==> src/rtl/cfr_pkg.sv <==
package cfr_pkg;

    typedef enum logic [1:0] {
        OPC_ADD = 2'b00,
        OPC_SUB = 2'b01,
        OPC_RLC = 2'b10,
        OPC_RRC = 2'b11
    } cfr_opc_e;

    function automatic logic opc_is_rotate(input cfr_opc_e opc);
        return (opc == OPC_RLC) || (opc == OPC_RRC);
    endfunction

endpackage

==> src/rtl/cfr_arith.sv <==
module cfr_arith #(
    parameter int W = 8
) (
    input  logic         is_sub,
    input  logic [W-1:0] opa,
    input  logic [W-1:0] opb,
    output logic [W-1:0] sum,
    output logic         cy
);
    localparam int XW = W + 1;

    logic [XW-1:0] wide;

    always_comb begin
        if (is_sub) begin
            wide = {1'b0, opa} - {1'b0, opb};
        end else begin
            wide = {1'b0, opa} + {1'b0, opb};
        end
        sum = wide[W-1:0];
        cy  = wide[XW-1];
    end
endmodule

==> src/rtl/cfr_rotate.sv <==
module cfr_rotate #(
    parameter int W    = 8,
    parameter bit LEFT = 1'b1
) (
    input  logic [W-1:0] opa,
    input  logic         cin,
    output logic [W-1:0] rot,
    output logic         cy
);
    localparam int MSB = W - 1;

    generate
        if (LEFT) begin : g_left
            assign rot[0] = cin;
            for (genvar i = 1; i < W; i++) begin : g_bit
                assign rot[i] = opa[i-1];
            end
            assign cy = opa[MSB];
        end else begin : g_right
            assign rot[MSB] = cin;
            for (genvar i = 0; i < MSB; i++) begin : g_bit
                assign rot[i] = opa[i+1];
            end
            assign cy = opa[0];
        end
    endgenerate
endmodule

==> src/rtl/cfr_fwd_sel.sv <==
module cfr_fwd_sel (
    input  logic prev_vld,
    input  logic prev_cy,
    input  logic arch_flag,
    output logic cin
);
    always_comb begin
        cin = prev_vld ? prev_cy : arch_flag;
    end
endmodule

==> src/rtl/cfr_exec_stage.sv <==
module cfr_exec_stage #(
    parameter int W = 8
) (
    input  logic         clk,
    input  logic         rst_n,
    input  logic         in_valid,
    input  logic [1:0]   in_op,
    input  logic [W-1:0] in_a,
    input  logic [W-1:0] in_b,
    output logic [W-1:0] res_q,
    output logic         carry_q,
    output logic         res_valid_q,
    output logic         flag_q
);
    import cfr_pkg::*;

    typedef struct packed {
        logic [W-1:0] res;
        logic         cy;
        logic         vld;
        logic         flag;
    } stage_t;

    stage_t   st_d, st_q;
    cfr_opc_e opc;
    logic     cin_w;
    logic [W-1:0] ar_res, rl_res, rr_res;
    logic         ar_cy, rl_cy, rr_cy;

    assign opc = cfr_opc_e'(in_op);

    cfr_fwd_sel u_fwd (
        .prev_vld  (st_q.vld),
        .prev_cy   (st_q.cy),
        .arch_flag (st_q.flag),
        .cin       (cin_w)
    );

    cfr_arith #(.W(W)) u_arith (
        .is_sub (opc == OPC_SUB),
        .opa    (in_a),
        .opb    (in_b),
        .sum    (ar_res),
        .cy     (ar_cy)
    );

    cfr_rotate #(.W(W), .LEFT(1'b1)) u_rol (
        .opa (in_a),
        .cin (cin_w),
        .rot (rl_res),
        .cy  (rl_cy)
    );

    cfr_rotate #(.W(W), .LEFT(1'b0)) u_ror (
        .opa (in_a),
        .cin (cin_w),
        .rot (rr_res),
        .cy  (rr_cy)
    );

    always_comb begin
        st_d     = st_q;
        st_d.vld = in_valid;
        if (st_q.vld) begin
            st_d.flag = st_q.cy;
        end
        if (in_valid) begin
            if (!opc_is_rotate(opc)) begin
                st_d.res = ar_res;
                st_d.cy  = ar_cy;
            end else if (opc == OPC_RLC) begin
                st_d.res = rl_res;
                st_d.cy  = rl_cy;
            end else begin
                st_d.res = rr_res;
                st_d.cy  = rr_cy;
            end
        end
    end

    always_ff @(posedge clk or negedge rst_n) begin
        if (!rst_n) begin
            st_q <= '0;
        end else begin
            st_q <= st_d;
        end
    end

    assign res_q       = st_q.res;
    assign carry_q     = st_q.cy;
    assign res_valid_q = st_q.vld;
    assign flag_q      = st_q.flag;

    AST_VALID_FOLLOWS: assert property (@(posedge clk) disable iff (!rst_n)
        in_valid |=> res_valid_q);
    AST_FLAG_LAGS: assert property (@(posedge clk) disable iff (!rst_n)
        res_valid_q |=> (flag_q == $past(carry_q)));
    AST_BUBBLE_KEEPS_FLAG: assert property (@(posedge clk) disable iff (!rst_n)
        !res_valid_q |=> $stable(flag_q));
    AST_BUBBLE_KEEPS_RES: assert property (@(posedge clk) disable iff (!rst_n)
        !in_valid |=> ($stable(res_q) && $stable(carry_q) && !res_valid_q));
    AST_RLC_CARRY: assert property (@(posedge clk) disable iff (!rst_n)
        (in_valid && in_op == 2'b10) |=> (carry_q == $past(in_a[W-1])));
    AST_RRC_CARRY: assert property (@(posedge clk) disable iff (!rst_n)
        (in_valid && in_op == 2'b11) |=> (carry_q == $past(in_a[0])));
    AST_FWD_CIN: assert property (@(posedge clk) disable iff (!rst_n)
        (in_valid && in_op == 2'b10 && res_valid_q) |=> (res_q[0] == $past(carry_q)));
endmodule

==> config.mk <==
export PLATFORM = sky130hd
export DESIGN_NAME = cfr_exec_stage
export DESIGN_NICKNAME = d
export VERILOG_FILES = /design/src/rtl/cfr_pkg.sv /design/src/rtl/cfr_arith.sv /design/src/rtl/cfr_rotate.sv /design/src/rtl/cfr_fwd_sel.sv /design/src/rtl/cfr_exec_stage.sv
export SDC_FILE = /design/constraint.sdc
export NUM_CORES = 1
export LEC_CHECK = 0
export BUFFER_PORTS_ARGS = -buffer_cell sky130_fd_sc_hd__buf_2
export CORE_MARGIN = 8
export CORE_UTILIZATION = 51
export CTS_CLUSTER_DIAMETER = 120
export DETAILED_ROUTE_END_ITERATION = 12
export PLACE_DENSITY_LB_ADDON = 0.15
export RECOVER_POWER = 100
export SLEW_MARGIN = 20
export SYNTH_ARGS = -nofsm -noshare
export SYNTH_HDL_FRONTEND = slang
export SYNTH_SLANG_ARGS = --single-unit
export TNS_END_PERCENT = 50
==> constraint.sdc <==
create_clock -name clk -period 1.8 [get_ports clk]
set_clock_uncertainty 0.05 [all_clocks]
set_input_delay 0.36 -clock clk [delete_from_list [all_inputs] [get_ports clk]]
set_output_delay 0.36 -clock clk [all_outputs]
set_load 0.05 [all_outputs]
==> results.yml, run 1 <==
timing:
  fin_ws_ps: -436
  slew_headroom_pct: 77.2
  timing.final.crit_period_ps: 2240
  period_share_pct: 124
  setup_viol: 7
  slew_viol_final: 0
  grt_setup_unrepaired: "true"
  hold_viol: 0
  tightest_slew_ps: 342
  fin_tns_setup_ps: -2190
  fmax_mhz: 447
clock_tree:
  clock_latency_ps: 270
  clock_sinks: 11
  cts_buffers: 3
  cts_root_buffer: "clkbuf_4"
  cts_tree: "built"
  clk_pin_slew_worst_paths_ps: 70
  clockBufferDepth: 2
  htreeDepth: 1
power_and_ir_drop:
  power.static_leakage_nw: 0.839
  power_density_nw_per_um2: 723
  peakVddDrop_uv: 477
routing:
  routedWlPerCell_um: 16.7
  postRouteAntennaNets: 0
  dr.pass1.iters: 4
  routed_wl_mm: 3.78
  routed_via_density: 5.60
  via_count: 1265
  drt_iter0_markers: 74
  drc_errors: 0
global_routing:
  grt_pass1_vias: 1359
  grt-ovfl-total: 0
  grt_pass1_wl_mm: 5.97
  antenna_found_initial: 0
  grt_max_degree: 23
  grt.total_usage_pct: 18.1
finish:
  final_common_cell: "buf_4"
  final_cell_mix: "35 x buf_4, 27 x buf_2, 12 x nor2_1, 11 x dfrtp_1, 9 x a21oi_1"
  drive_gt1_share_pct: 52.0
  num_antenna_cells: 0
  syn_to_final_growth_pct: 61.0
  final_area_um2: 1780
  fillerInstances: 130
  nets: 230
placement:
  gp_congestion: 0.856
  dp_hpwl_mm: 2.64
  postPlaceCellArea_um2: 1540
  port_buffers: 31
yosys:
  synth_cell_types: 38
  ys_warn_count: 0
  synth_edf_count: 0
  synth-main-ff-cell: "dfrtp_1"
  avgSynthCellArea_um2: 8.43
  synth-seq-cells: 11
  synth_nets: 162
  syn_area_um2: 1100
  async_reset_ff_share_pct: 100
  netlist.area_leader.share_pct: 24.9
  synth_cells: 131
  synth_seq_area_share_pct: 24.9
  synth_top_area_cell: "dfrtp_1"
  synthTopCellsByArea: "dfrtp_1 25%, ha_1 10%, mux2i_1 7.2%"
critical_path:
  setup.worst_path.class: "input port to register"
  required_ps: 1950
  arrival_ps: 2390
  r2r_start: "res_valid_q"
  start_kind: "input port"
  end_kind: "register"
  cp_max_fo: 5
  critPathLaunch: "in_op[0]"
floorplan:
  die-area_um2: 3910
  boundaryPins: 32
  die_h_um: 62.5
  die_w_um: 62.5
  core_region_area_um2: 2130
  rows: 17
  initial_core_util_pct: 51.9
outcome:
  status: "finished with violations"
  violations: "negative setup slack"
worst_hold_path:
  hp-class: "input port to register"
  min-delay-start: "in_valid"
job:
  maxCapViolCount: 0
cell families after synthesis:
kind of cell / count (synthesis) / share of synthesized area (%)
AND/OR/NAND/NOR: 40 / 18.9
adder cells (fa/ha/maj): 10 / 12.0
XOR/XNOR: 8 / 6.34
flip-flops: 11 / 24.9
multiplexers: 13 / 12.3
AO/OA/AOI/OAI: 34 / 20.3
buffers and inverters: 15 / 5.21
critical path, stage by stage:
cell and delay (ps):
buf_6 70, nor2b_4 230, nor2_2 60, xnor2_1 120, ha_1 360, a211oi_4 310
nor2_2 80, or4b_1 470, a21o_1 200, a21oi_2 120
what timing repair did:
action	4_1_cts	5_1_grt
pin swaps	20	10
hold buffers	1	0
gates resized for setup	28	7
endpoints found under the setup margin	8	7
gates cloned	0	0
setup buffers	6	2
endpoints found under the hold margin	11	0
metrics by stage:
step | total power, mW | setup slack (ps) | cells | utilization, % | hold slack [ps]
global placement | 0.958 | -894 | 213 | 72.5 | 183
global route | 1.35 | -529 | 226 | 83.6 | 356
floorplan | 0.752 | -537 | 131 | - | 14.4
finish | 1.29 | -436 | 226 | 83.6 | 348
detailed placement | 0.984 | -953 | 213 | 72.5 | 185
CTS | 1.22 | -352 | 224 | 81.3 | 331
worst paths after layout:
kind	slack (ps)	end	depth (start not counted)
max	-440	res_q[6]	10
min	350	res_valid_q	1
max reg2reg	410	res_q[7]	4
min reg2reg	470	res_q[2]	2
max in group asynchronous	1070	res_q[2]	2
min in group asynchronous	430	carry_q	2
cell type report:
type	instances	area (um2)	share of cell area (%)
inverter	9	38.8	2.18
sequential	11	275	15.5
clock buffer	4	26.3	1.48
timing repair buffer	69	487	27.4
tap	28	35.0	1.97
multi-input combinational	105	917	51.5
layer usage:
layer	track usage, %	up-vias	share of wire [%]
met5	0	-	0
met1	18.1	583	39
met4	10.8	0	4.9
met2	33.6	52	52
li1	-	610	-
met3	3.41	20	4.5
synthesized netlist by cell type (3+ instances only):
cell	instances
nor4b_1	3
nor2_1	15
mux2_2	3
nand3b_1	3
inv_1	9
ha_1	9
nand2_1	9
xnor2_1	6
mux2i_1	8
dfrtp_1	11
clkbuf_1	4
a21oi_1	13
o21ai_0	4
flip-flops by register name (all words and copies together), names as in the netlist:
signal and count:
carry_q 1, flag_q 1, res_q 8, res_valid_q 1
report_power, final:
group / leakage, nW / internal (mW) / switching [mW]
registers: 0.129 / 0.290 / 0.0218
clock network: 0.0150 / 0.0858 / 0.0793
logic: 0.695 / 0.340 / 0.469
total: 0.839 / 0.716 / 0.570
Power figures use the tool's default switching activity.
==> run 2, diff against run 1 <==
- ABC_AREA: default -> 1
- CORE_MARGIN: 8 -> 4
- CORE_UTILIZATION: 51 -> 52
==> run 2 against run 1 <==
Net effect:
- the flow still finishes with violations (negative setup slack)
- via count rose by 13%
- cell area fell by 1.8%
- worst hold slack got worse by 63 ps
- first-iteration DRC count fell by 30%
- combinational power fell by 10%
- highest routed layer unchanged
==> results.yml, run 2 <==
outcome:
  status: "finished with violations"
  violations: "negative setup slack"
timing:
  hold_viol: 0
  timing.final.crit_period_ps: 2000
  fin_tns_setup_ps: -651
  fmax_mhz: 499
  setup_viol: 6
  fin_ws_ps: -205
  period_share_pct: 111
  slew_headroom_pct: 60.1
  slew_viol_final: 0
  grt_setup_unrepaired: "true"
  tightest_slew_ps: 601
finish:
  nets: 269
  final_cell_mix: "42 x nand2_1, 24 x buf_4, 21 x inv_1, 16 x buf_2"
  drive_gt1_share_pct: 35.4
  syn_to_final_growth_pct: 49.1
  final_common_cell: "nand2_1"
  num_antenna_cells: 0
  final_core_util_pct: 85.5
  largest_reg_flops: 8
routing:
  routed_wl_mm: 3.86
  postRouteAntennaNets: 0
  drt_iter0_markers: 52
  routedWlPerCell_um: 14.6
  via_count: 1430
  dr.pass1.iters: 6
  drc_errors: 0
  routed_via_density: 5.42
floorplan:
  initial_core_util_pct: 57.4
  core_region_area_um2: 2040
  rows: 16
  die_w_um: 55.5
  die-area_um2: 3080
  die_h_um: 55.5
  boundaryPins: 32
yosys:
  synthTopCellsByArea: "dfrtp_1 24%, nand2_1 16%, ha_1 9.6%"
  synth-seq-cells: 11
  yosysMostFrequentCell: "nand2_1"
  async_reset_ff_share_pct: 100
  synth_seq_area_share_pct: 23.5
  avgSynthCellArea_um2: 6.51
  synth_cells: 180
  ys_warn_count: 0
  synth_edf_count: 0
  synth_common_cells: "50 x nand2_1, 27 x inv_1, 17 x nor2_1"
  synth_cell_types: 29
  synth_nets: 211
  synth_top_area_cell: "dfrtp_1"
  syn_area_um2: 1170
  synth-main-ff-cell: "dfrtp_1"
  netlist.area_leader.share_pct: 23.5
placement:
  dp_hpwl_mm: 2.48
  gp_congestion: 0.899
  port_buffers: 31
clock_tree:
  htreeDepth: 1
  cts_root_buffer: "clkbuf_4"
  cts_buffers: 3
  cts_tree: "built"
  clock_latency_ps: 270
  clk_pin_slew_worst_paths_ps: 70
  clockBufferDepth: 2
  clock_sinks: 11
global_routing:
  grt_pass1_vias: 1364
  grt_max_degree: 14
  grt_pass1_wl_mm: 6.23
  antenna_found_initial: 0
  grt.total_usage_pct: 24.7
  grt-ovfl-total: 0
worst_hold_path:
  worstHoldPathCells: 1
  hp-class: "input port to register"
critical_path:
  rr_worst_depth: 4
  cp_max_fo: 4
  critical_path_depth: 14
  start_kind: "input port"
  required_ps: 1950
  path_delay_family: "simple AND/OR/NAND/NOR gates"
  slowest_delay_ps: 300
  crit_chain: "buf_8, inv_12, ha_4, nand2_4, o21ai_2, xnor2_1, inv_1, ha_4, nand2_2, nor2_2, nand3_1, nand3_1, nand3_2, a21oi_2"
  cp_slowest_cell: "ha_4"
  setup.worst_path.class: "input port to register"
  cp_num_buf_inv: 3
  arrival_ps: 2150
  end_kind: "register"
job:
  maxCapViolCount: 0
power_and_ir_drop:
  power.static_leakage_nw: 0.901
  power.total_mw: 1.20
  power_density_nw_per_um2: 686
  peakVddDrop_uv: 482
==> run 2: cell families after synthesis <==
logic type               count (synthesis)  synth area share, %
AO/OA/AOI/OAI                           30                 13.9
buffers and inverters                   32                 12.7
AND/OR/NAND/NOR                         90                 33.3
XOR/XNOR                                 7                 5.24
adder cells (fa/ha/maj)                 10                 11.3
flip-flops                              11                 23.5
==> run 2: area by class of cell <==
type,count,area (um2)
Multi-Input combinational cell,137,913
Inverter,29,141
Sequential cell,11,275
Fill cell,133,295
Timing Repair Buffer,56,357
Clock buffer,4,26.3
Tap cell,27,33.8
==> run 2: worst register-to-register path: cells and delay by family (launching register included) <==
family / cells / cell delay [ps]
and+or+nand+nor: 1 / 90
AOI/OAI and AO/OA: 3 / 670
DFF: 1 / 400
==> run 2: per-layer routing <==
layer	wire length, um	vias to the layer above	GRT usage (%)
li1	-	688	-
met1	1450	643	29.8
met2	2000	81	43.2
met3	260	18	3.26
met4	144	0	10.8
met5	0	-	0
==> run 2: worst paths after layout <==
path | startpoint | end | slack, ps
min in group asynchronous | rst_n | res_q[0] | 540
min | in_valid | res_valid_q | 280
max | in_b[1] | carry_q | -200
max in group asynchronous | rst_n | carry_q | 790
max reg2reg | res_valid_q | res_q[7] | 510
min reg2reg | res_q[6] | res_q[6] | 440
==> run 2: power by group <==
part / total [mW] / switching (mW) / internal [mW]
Sequential: 0.303 / 0.0193 / 0.284
Combinational: 0.728 / 0.453 / 0.275
Clock: 0.167 / 0.0811 / 0.0859
Total: 1.20 / 0.553 / 0.645
==> run 2: metrics by stage <==
step	instance area [um2]	hold slack, ps	worst slack (ps)	std cells
after global routing	1750	284	-243	264
after CTS	1690	281	-52.5	263
final	1750	285	-205	264
after detailed placement	1560	185	-573	256
after global placement	1560	181	-491	256
after floorplan	1250	14.4	-235	180
==> run 2: what timing repair did <==
action | CTS | global route
hold buffers | 1 | 0
setup endpoints to repair | 6 | 6
setup buffers | 2 | 1
gates resized for setup | 23 | 13
endpoints found under the hold margin | 11 | 0
pin swaps | 16 | 24
